**src/rtl/xconf_pkg.sv**
```systemverilog
package xconf_pkg;

    // Conflict type carried by responses and snoops
    typedef enum logic [1:0] {
        CK_NONE = 2'd0,
        CK_RW   = 2'd1,
        CK_WR   = 2'd2,
        CK_WW   = 2'd3
    } conf_kind_e;

    // Number of conflict tables; table t holds kind t+1
    localparam int unsigned NUM_TBL = 3;

    typedef enum logic {
        WK_IDLE = 1'b0,
        WK_WALK = 1'b1
    } walk_st_e;

endpackage

```
**src/rtl/xconf_tables.sv**
```systemverilog
module xconf_tables
    import xconf_pkg::*;
#(
    parameter int unsigned NPROC    = 8,
    parameter int unsigned LOCAL_ID = 0,
    localparam int unsigned PID_W   = (NPROC > 1) ? $clog2(NPROC) : 1
) (
    input  logic             clk_i,
    input  logic             rst_ni,
    input  logic             clr_i,
    input  logic             resp_valid_i,
    input  logic [PID_W-1:0] resp_pid_i,
    input  logic [1:0]       resp_kind_i,
    input  logic             snoop_valid_i,
    input  logic [PID_W-1:0] snoop_pid_i,
    input  logic [1:0]       snoop_kind_i,
    output logic [NPROC-1:0] rw_o,
    output logic [NPROC-1:0] wr_o,
    output logic [NPROC-1:0] ww_o
);

    localparam logic [NPROC-1:0] LOCAL_MASK = NPROC'(1) << LOCAL_ID;

    typedef struct packed {
        logic [NUM_TBL-1:0][NPROC-1:0] tbl;
    } tbl_t;

    tbl_t tbl_d, tbl_q;
    logic [NUM_TBL-1:0][NPROC-1:0] set_vec;

    logic [NPROC-1:0] resp_hot;
    logic [NPROC-1:0] snoop_hot;

    assign resp_hot  = NPROC'(1) << resp_pid_i;
    assign snoop_hot = NPROC'(1) << snoop_pid_i;

    // One set vector per table, selected by kind code t+1
    for (genvar t = 0; t < NUM_TBL; t++) begin : g_set
        localparam logic [1:0] KCODE = 2'(t + 1);
        assign set_vec[t] =
            ((resp_valid_i  && (resp_kind_i  == KCODE)) ? resp_hot  : '0) |
            ((snoop_valid_i && (snoop_kind_i == KCODE)) ? snoop_hot : '0);
    end

    always_comb begin
        tbl_d = tbl_q;
        if (clr_i) begin
            tbl_d.tbl = '0;
        end else begin
            for (int t = 0; t < NUM_TBL; t++) begin
                tbl_d.tbl[t] = tbl_q.tbl[t] | (set_vec[t] & ~LOCAL_MASK);
            end
        end
    end

    always_ff @(posedge clk_i or negedge rst_ni) begin
        if (!rst_ni) begin
            tbl_q <= '0;
        end else begin
            tbl_q <= tbl_d;
        end
    end

    assign rw_o = tbl_q.tbl[0];
    assign wr_o = tbl_q.tbl[1];
    assign ww_o = tbl_q.tbl[2];

endmodule

```
**src/rtl/xconf_pick.sv**
```systemverilog
module xconf_pick #(
    parameter int unsigned NPROC  = 8,
    localparam int unsigned PID_W = (NPROC > 1) ? $clog2(NPROC) : 1
) (
    input  logic [NPROC-1:0] vec_i,
    output logic             found_o,
    output logic [PID_W-1:0] idx_o
);

    // Lowest set bit wins
    always_comb begin
        found_o = 1'b0;
        idx_o   = '0;
        for (int i = NPROC - 1; i >= 0; i--) begin
            if (vec_i[i]) begin
                found_o = 1'b1;
                idx_o   = PID_W'(i);
            end
        end
    end

endmodule

```
**src/rtl/xconf_walker.sv**
```systemverilog
module xconf_walker
    import xconf_pkg::*;
#(
    parameter int unsigned NPROC  = 8,
    localparam int unsigned PID_W = (NPROC > 1) ? $clog2(NPROC) : 1
) (
    input  logic             clk_i,
    input  logic             rst_ni,
    input  logic             commit_i,
    input  logic [NPROC-1:0] abort_mask_i,
    input  logic             cas_ack_i,
    output logic             cas_req_o,
    output logic [PID_W-1:0] cas_pid_o,
    output logic             done_o,
    output logic             busy_o
);

    typedef struct packed {
        walk_st_e         st;
        logic [NPROC-1:0] pend;
    } walk_t;

    walk_t wk_d, wk_q;

    logic             pick_found;
    logic [PID_W-1:0] pick_idx;

    xconf_pick #(.NPROC(NPROC)) pick_i (
        .vec_i   (wk_q.pend),
        .found_o (pick_found),
        .idx_o   (pick_idx)
    );

    always_comb begin
        wk_d      = wk_q;
        cas_req_o = 1'b0;
        done_o    = 1'b0;
        unique case (wk_q.st)
            WK_IDLE: begin
                if (commit_i) begin
                    wk_d.st   = WK_WALK;
                    wk_d.pend = abort_mask_i;
                end
            end
            WK_WALK: begin
                if (!pick_found) begin
                    done_o  = 1'b1;
                    wk_d.st = WK_IDLE;
                end else begin
                    cas_req_o = 1'b1;
                    if (cas_ack_i) begin
                        wk_d.pend[pick_idx] = 1'b0;
                    end
                end
            end
            default: wk_d.st = WK_IDLE;
        endcase
    end

    always_ff @(posedge clk_i or negedge rst_ni) begin
        if (!rst_ni) begin
            wk_q <= '{st: WK_IDLE, pend: '0};
        end else begin
            wk_q <= wk_d;
        end
    end

    assign cas_pid_o = pick_idx;
    assign busy_o    = (wk_q.st == WK_WALK);

endmodule

```
**src/rtl/xconf_table.sv**
```systemverilog
module xconf_table
    import xconf_pkg::*;
#(
    parameter int unsigned NPROC    = 8,
    parameter int unsigned LOCAL_ID = 0,
    localparam int unsigned PID_W   = (NPROC > 1) ? $clog2(NPROC) : 1
) (
    input  logic             clk_i,
    input  logic             rst_ni,
    input  logic             clr_i,
    input  logic             resp_valid_i,
    input  logic [PID_W-1:0] resp_pid_i,
    input  logic [1:0]       resp_kind_i,
    input  logic             snoop_valid_i,
    input  logic [PID_W-1:0] snoop_pid_i,
    input  logic [1:0]       snoop_kind_i,
    output logic [NPROC-1:0] rw_o,
    output logic [NPROC-1:0] wr_o,
    output logic [NPROC-1:0] ww_o,
    input  logic             commit_i,
    output logic             cas_req_o,
    output logic [PID_W-1:0] cas_pid_o,
    input  logic             cas_ack_i,
    output logic             done_o
);

    logic [NPROC-1:0] abort_mask;
    logic             walk_busy;

    xconf_tables #(.NPROC(NPROC), .LOCAL_ID(LOCAL_ID)) tables_i (
        .clk_i         (clk_i),
        .rst_ni        (rst_ni),
        .clr_i         (clr_i),
        .resp_valid_i  (resp_valid_i),
        .resp_pid_i    (resp_pid_i),
        .resp_kind_i   (resp_kind_i),
        .snoop_valid_i (snoop_valid_i),
        .snoop_pid_i   (snoop_pid_i),
        .snoop_kind_i  (snoop_kind_i),
        .rw_o          (rw_o),
        .wr_o          (wr_o),
        .ww_o          (ww_o)
    );

    // Peers to abort: union of write-read and write-write
    assign abort_mask = wr_o | ww_o;

    xconf_walker #(.NPROC(NPROC)) walker_i (
        .clk_i        (clk_i),
        .rst_ni       (rst_ni),
        .commit_i     (commit_i),
        .abort_mask_i (abort_mask),
        .cas_ack_i    (cas_ack_i),
        .cas_req_o    (cas_req_o),
        .cas_pid_o    (cas_pid_o),
        .done_o       (done_o),
        .busy_o       (walk_busy)
    );

endmodule

```
**config.mk**
```make
export PLATFORM = sky130hd
export DESIGN_NAME = xconf_table
export DESIGN_NICKNAME = d
export VERILOG_FILES = /design/src/rtl/xconf_pkg.sv /design/src/rtl/xconf_tables.sv /design/src/rtl/xconf_pick.sv /design/src/rtl/xconf_walker.sv /design/src/rtl/xconf_table.sv
export SDC_FILE = /design/constraint.sdc
export NUM_CORES = 1
export LEC_CHECK = 0
export BUFFER_PORTS_ARGS = -buffer_cell sky130_fd_sc_hd__clkbuf_2
export CORE_ASPECT_RATIO = 1.1
export CORE_UTILIZATION = 55
export DETAILED_ROUTE_END_ITERATION = 16
export PLACE_DENSITY = 0.84
export SLEW_MARGIN = 10
export SYNTH_ARGS = -nofsm -noshare
export SYNTH_HDL_FRONTEND = slang
export SYNTH_SLANG_ARGS = --single-unit
export TNS_END_PERCENT = 20
```
**constraint.sdc**
```tcl
create_clock -name clk_i -period 4.6 [get_ports clk_i]
set_clock_uncertainty 0.15 [all_clocks]
set_input_delay 0.46 -clock clk_i [delete_from_list [all_inputs] [get_ports clk_i]]
set_output_delay 0.46 -clock clk_i [all_outputs]
set_load 0.02 [all_outputs]
```
# ---- Word level (Yosys, flattened, before mapping)
# Cells that the tools add are included.
# W data, S select, Z words.
dict set report word_totals {
  reg_bits 33
  latch_bits 0
  ram_bits 0
  rom_bits 0
  inputBits 17
  word_cells 69
  mem_count 0
}
dict set report op_classes {
  n_addsub 0
  mul 0
  div_mod_pow 0
  magnitude_cmp 2
  eq_ne 9
  shifts 2
  muxes 33
  bitwise_logic 10
  reduce_logical 8
}
# operator count
set op_table {}
lappend op_table {{$mux W8} 8}
lappend op_table {{$or A8 B8 Y8} 7}
lappend op_table {{$mux W24} 1}
lappend op_table {{$mux W3} 8}
lappend op_table {{$pmux W9 S2} 1}
lappend op_table {{$shl A1 B3 Y8 const A} 2}
lappend op_table {{$mux W1} 13}
lappend op_table {{$mux W9} 1}
lappend op_table {{$and A8 B8 Y8} 1}
lappend op_table {{$eq A2 B2 Y1 const B} 4}
lappend op_table {{$not A8 Y8} 1}
lappend op_table {{$logic_and A1 B1 Y1} 7}
lappend op_table {{$ne A2 B2 Y1 const B} 3}
lappend op_table {{$eq A2 B1 Y1 const B} 2}
lappend op_table {{$lt A3 B4 Y1 const B} 1}
lappend op_table {{$demux W1 S3} 1}
lappend op_table {{$ge A3 B1 Y1 const B} 1}
lappend op_table {{$reduce_and A3 Y1} 1}
lappend op_table {{$not A1 Y1} 1}

# ---- Depth between registers and ports, before layout
dict set report depth {
  ltp_word 17
  ltp_mapped 4
  ltp_nobuf 3
}

# ---- Cells and area by module
# From an unflattened synthesis, not the netlist that was laid out.
dict set report hier_totals {
  cells_unflattened 177
  hier_area_um2 1686.6
}
# mod n_inst cells_each area_each_um2
set modules_own_cells {}
lappend modules_own_cells {xconf_tables 1 117 1099.8}
lappend modules_own_cells {xconf_walker 1 39 456.7}
lappend modules_own_cells {xconf_pick 1 13 80.1}
lappend modules_own_cells {xconf_table 1 8 50.0}

# ---- Worst setup path before layout
# OpenSTA, ideal clock, no wires.
dict set report synth_path {
  path_type {reg2out}
  from {reg walker_i.wk_q[1] in the netlist's numbering}
  to {out done_o}
  arrival_ps 1422
  required_time_ps 3990
  path_slack_ps 2568
  path_stages_with_launch 4
  cell_sequence {dfrtp_1 -> or4_4 -> and2b_1 -> and2_1}
}
dict set report synth_via {
  elab_chain_len 4
}
# element line
set synth_rtl {}
lappend synth_rtl {{from (decl)} xconf_walker.sv:23} ;# walk_t wk_d, wk_q;
lappend synth_rtl {{from (signal assigned)} xconf_walker.sv:62} ;# wk_q <= '{st: WK_IDLE, pend: '0};
lappend synth_rtl {{from (signal assigned)} xconf_walker.sv:64} ;# wk_q <= wk_d;
lappend synth_rtl {{$mux W1 (2 in series)} xconf_pick.sv:15} ;# if (vec_i[i]) begin
lappend synth_rtl {{$mux W1} xconf_walker.sv:46} ;# if (!pick_found) begin
lappend synth_rtl {{$mux W1} xconf_walker.sv:38} ;# unique case (wk_q.st)
lappend synth_rtl {{to (decl)} xconf_table.sv:24} ;# output logic done_o
# No other way between the ends.

# ---- Worst setup path in the final report
# Ends and elaborated chain as after synthesis.

==> results.json <==
{
  "clk_pin_slew_worst_paths_ns": 0.09,
  "vdd_ir_drop_max_mv": 0.3472,
  "cts-resized-gates": 0,
  "firstDrtPassIters": 4,
  "regToRegSetupSlack_ns": 2.88,
  "post-route-util_pct": 70.01,
  "cap_violations": 0,
  "vias_per_cell": 6.210,
  "whs_ns": 0.02115,
  "layout-drive-gt1-share_pct": 25.76,
  "wl_per_cell_um": 15.15,
  "fmax_mhz": 398.2,
  "r2r_cells": 3,
  "multiInputGateArea_um2": 743.2,
  "path_cells": "or4_4 -> and2b_1 -> and2_1 -> clkbuf_2",
  "final_nets": 214,
  "seqCellArea_um2": 750.7,
  "endpoint_kind": "output pin",
  "hold_path.class": "primary input to asynchronous set/reset pin",
  "tns_ns": 0,
  "core_um2": 2591,
  "clockBufferDepth": 2,
  "drc": 0,
  "grt_max_degree": 32,
  "antenna_left": 0,
  "grt_pass1_vias": 1269,
  "port-buffer-count": 42,
  "dieArea_um2": 3038,
  "finalWorstSetupSlack_ns": 2.089,
  "worst_pin_slew_ns": 0.7282,
  "cts_setup_buffers": 0,
  "synth.cell_area_um2": 1551,
  "total_power_mw": 0.7509,
  "clk_latency_ns": 0.33,
  "status": "finished, final reports clean",
  "clock-sinks": 30,
  "cp_data_required_time_ns": 3.99,
  "crit_fanout": 7,
  "drtIter0Drc": 41,
  "grt_pass1_wl_mm": 5.499,
  "worstSetupPathType": "flip-flop to output pin",
  "r2r-start": "walker_i.wk_q[1]$_DFFE_PN0P_",
  "critPathTopFamily": "simple AND/OR/NAND/NOR gates",
  "place.gp.congestion": 0.8223,
  "critPathLaunchType": "flip-flop",
  "start_util_pct": 59.87,
  "antenna_cells": 0,
  "slew_headroom_pct": 51.46,
  "dp_hpwl_mm": 2.592,
  "die_h_um": 57.71,
  "dieWidth_um": 52.64,
  "dp_slack_ns": 2.448,
  "grt_overflow_total": 0,
  "yosys_warnings": 0,
  "p_leak_nw": 0.8737,
  "cts_buffers": 5,
  "power_density_nw_per_um2": 413.9,
  "critPathBufInv": 1,
  "rsz0062_at_grt": "false",
  "crit_slowest_cell": "or4_4",
  "drv_slew": 0,
  "fin_crit_sh_pct": 54.59,
  "root_buffer": "clkbuf_4",
  "cts_htree_levels": 2,
  "ctsHoldBuffers": 0,
  "yosys.cell_types.count": 35,
  "yosysSeqAreaShare_pct": 48.39,
  "area_growth_pct": 16.94,
  "fill_cells": 220,
  "vias": 1422,
  "hold_violations": 0,
  "avgSynthCellArea_um2": 9.882,
  "io_pins": 46,
  "routed_wl_mm": 3.470,
  "row_count": 19,
  "worst_path_largest_cell_delay_ns": 0.58,
  "antenna_found_initial": 0,
  "grt_usage_pct": 24.84,
  "setup_viol": 0,
  "netlist_instances": 157,
  "cts_tree": "built",
  "ys_ff_latch": 30,
  "period_minus_slack_ns": 2.511,
  "reg2reg_to": "walker_i.wk_q[6]$_DFFE_PN0P_",
  "critPathArrivalTime_ns": 1.90
}
-- how the worst max path moves through the flow --
stage,end,depth (start not counted),start,slack [ns]
2_1_floorplan,done_o,3,walker_i.wk_q[1]$_DFFE_PN0P_,2.57
3_3_place_gp,done_o,4,walker_i.wk_q[1]$_DFFE_PN0P_,2.50
3_5_place_dp,done_o,4,walker_i.wk_q[1]$_DFFE_PN0P_,2.45
4_1_cts,done_o,4,walker_i.wk_q[1]$_DFFE_PN0P_,2.08
5_1_grt,done_o,4,walker_i.wk_q[1]$_DFFE_PN0P_,2.01
6_report,done_o,4,walker_i.wk_q[1]$_DFFE_PN0P_,2.09
-- Yosys cell counts, drive strengths merged --
cell	instances	share of area [%]
nor4b	4	2.3
buf	4	1.8
a221oi	1	0.56
nor4	2	0.81
nand2	9	2.2
o21bai	1	0.48
a22oi	2	0.97
nor3	5	1.6
o221ai	1	0.56
and4b	2	1.3
or4	1	0.73
a221o	7	4.5
and2	1	0.40
o21ai	12	3.9
nor4bb	3	1.9
and3b	4	2.3
clkbuf	7	1.7
nor2	10	2.4
o311ai	2	1.1
o41ai	2	1.6
dfrtp	30	48
inv	3	0.73
conb	1	0.24
nor2b	10	4.0
and3	3	1.2
o2bb2ai	8	4.5
nand2b	1	0.40
nor3b	2	0.97
a21oi	17	5.5
a211oi	1	0.48
and2b	1	0.48
-- power by group --
part | leakage (nW) | internal [mW] | total (mW) | switching (mW)
clock network | 0.0353 | 0.0739 | 0.160 | 0.0863
registers | 0.407 | 0.293 | 0.333 | 0.0402
logic | 0.431 | 0.104 | 0.258 | 0.154
-- per-layer routing --
| layer | up-vias | share of wire, % | routed length [um] | track usage (%) |
|---|---|---|---|---|
| li1 | 672 | - | - | - |
| met1 | 689 | 42 | 1455 | 29.65 |
| met2 | 51 | 51 | 1767 | 42.50 |
| met3 | 10 | 5.4 | 187 | 7.349 |
| met4 | 0 | 1.7 | 60 | 7.895 |
| met5 | - | 0 | 0 | 0 |
-- state kept, by name, summed over array words and instances (netlist names) --
| signal | count |
|---|---|
| tables_i.rw_o | 7 |
| walker_i.busy_o | 1 |
| tables_i.ww_o | 7 |
| tables_i.wr_o | 7 |
| walker_i.wk_q | 8 |
-- per-stage QoR --
step,instances,cell area (um2)
3_3_place_gp,221,1754
5_1_grt,229,1814
4_1_cts,229,1814
2_1_floorplan,159,1559
6_report,229,1814
3_5_place_dp,221,1754
-- kinds of logic after synthesis --
family          count (synthesis)  share of synthesized area (%)
buf+inv                        14                          4.193
other cells                     1                         0.2417
compound gates                 54                          24.19
simple gates                   58                          22.98
flops                          30                          48.39
-- cell usage in the layout, fill, tap and decap left out --
| cell | instances |
|---|---|
| o21ai_1 | 1 |
| o311ai_0 | 1 |
| nor4_1 | 2 |
| nor4bb_1 | 3 |
| clkbuf_8 | 1 |
| a211oi_1 | 1 |
| conb_1 | 3 |
| o2bb2ai_1 | 8 |
| and2b_1 | 1 |
| nor2_1 | 10 |
| and2_1 | 1 |
| o21ai_0 | 11 |
| nand2_1 | 9 |
| o41ai_2 | 1 |
| dfrtp_1 | 30 |
| or4_4 | 1 |
| and3b_1 | 4 |
| nor3_1 | 5 |
| clkinv_2 | 1 |
| inv_1 | 3 |
| o221ai_1 | 1 |
| clkbuf_1 | 1 |
| and3_1 | 3 |
| nor3b_1 | 2 |
| clkbuf_2 | 42 |
| o21bai_1 | 1 |
| nand2b_1 | 1 |
| a221oi_1 | 1 |
| o311ai_1 | 1 |
| nor2b_1 | 10 |
| nor4b_1 | 4 |
| a21oi_1 | 17 |
| clkbuf_4 | 5 |
| a22oi_1 | 2 |
| a221o_1 | 7 |
| o41ai_1 | 1 |
| and4b_1 | 2 |
-- final cells by class --
| type | instances | area share [%] |
|---|---|---|
| Sequential cell | 30 | 41.38 |
| Multi-Input combinational cell | 115 | 40.97 |
| Timing Repair Buffer | 42 | 11.59 |
| Clock buffer | 7 | 3.034 |
| Tap cell | 31 | 2.138 |
| Inverter | 3 | 0.6207 |
| Clock inverter | 1 | 0.2759 |
Note: power is estimated with default switching activity, not from simulation.
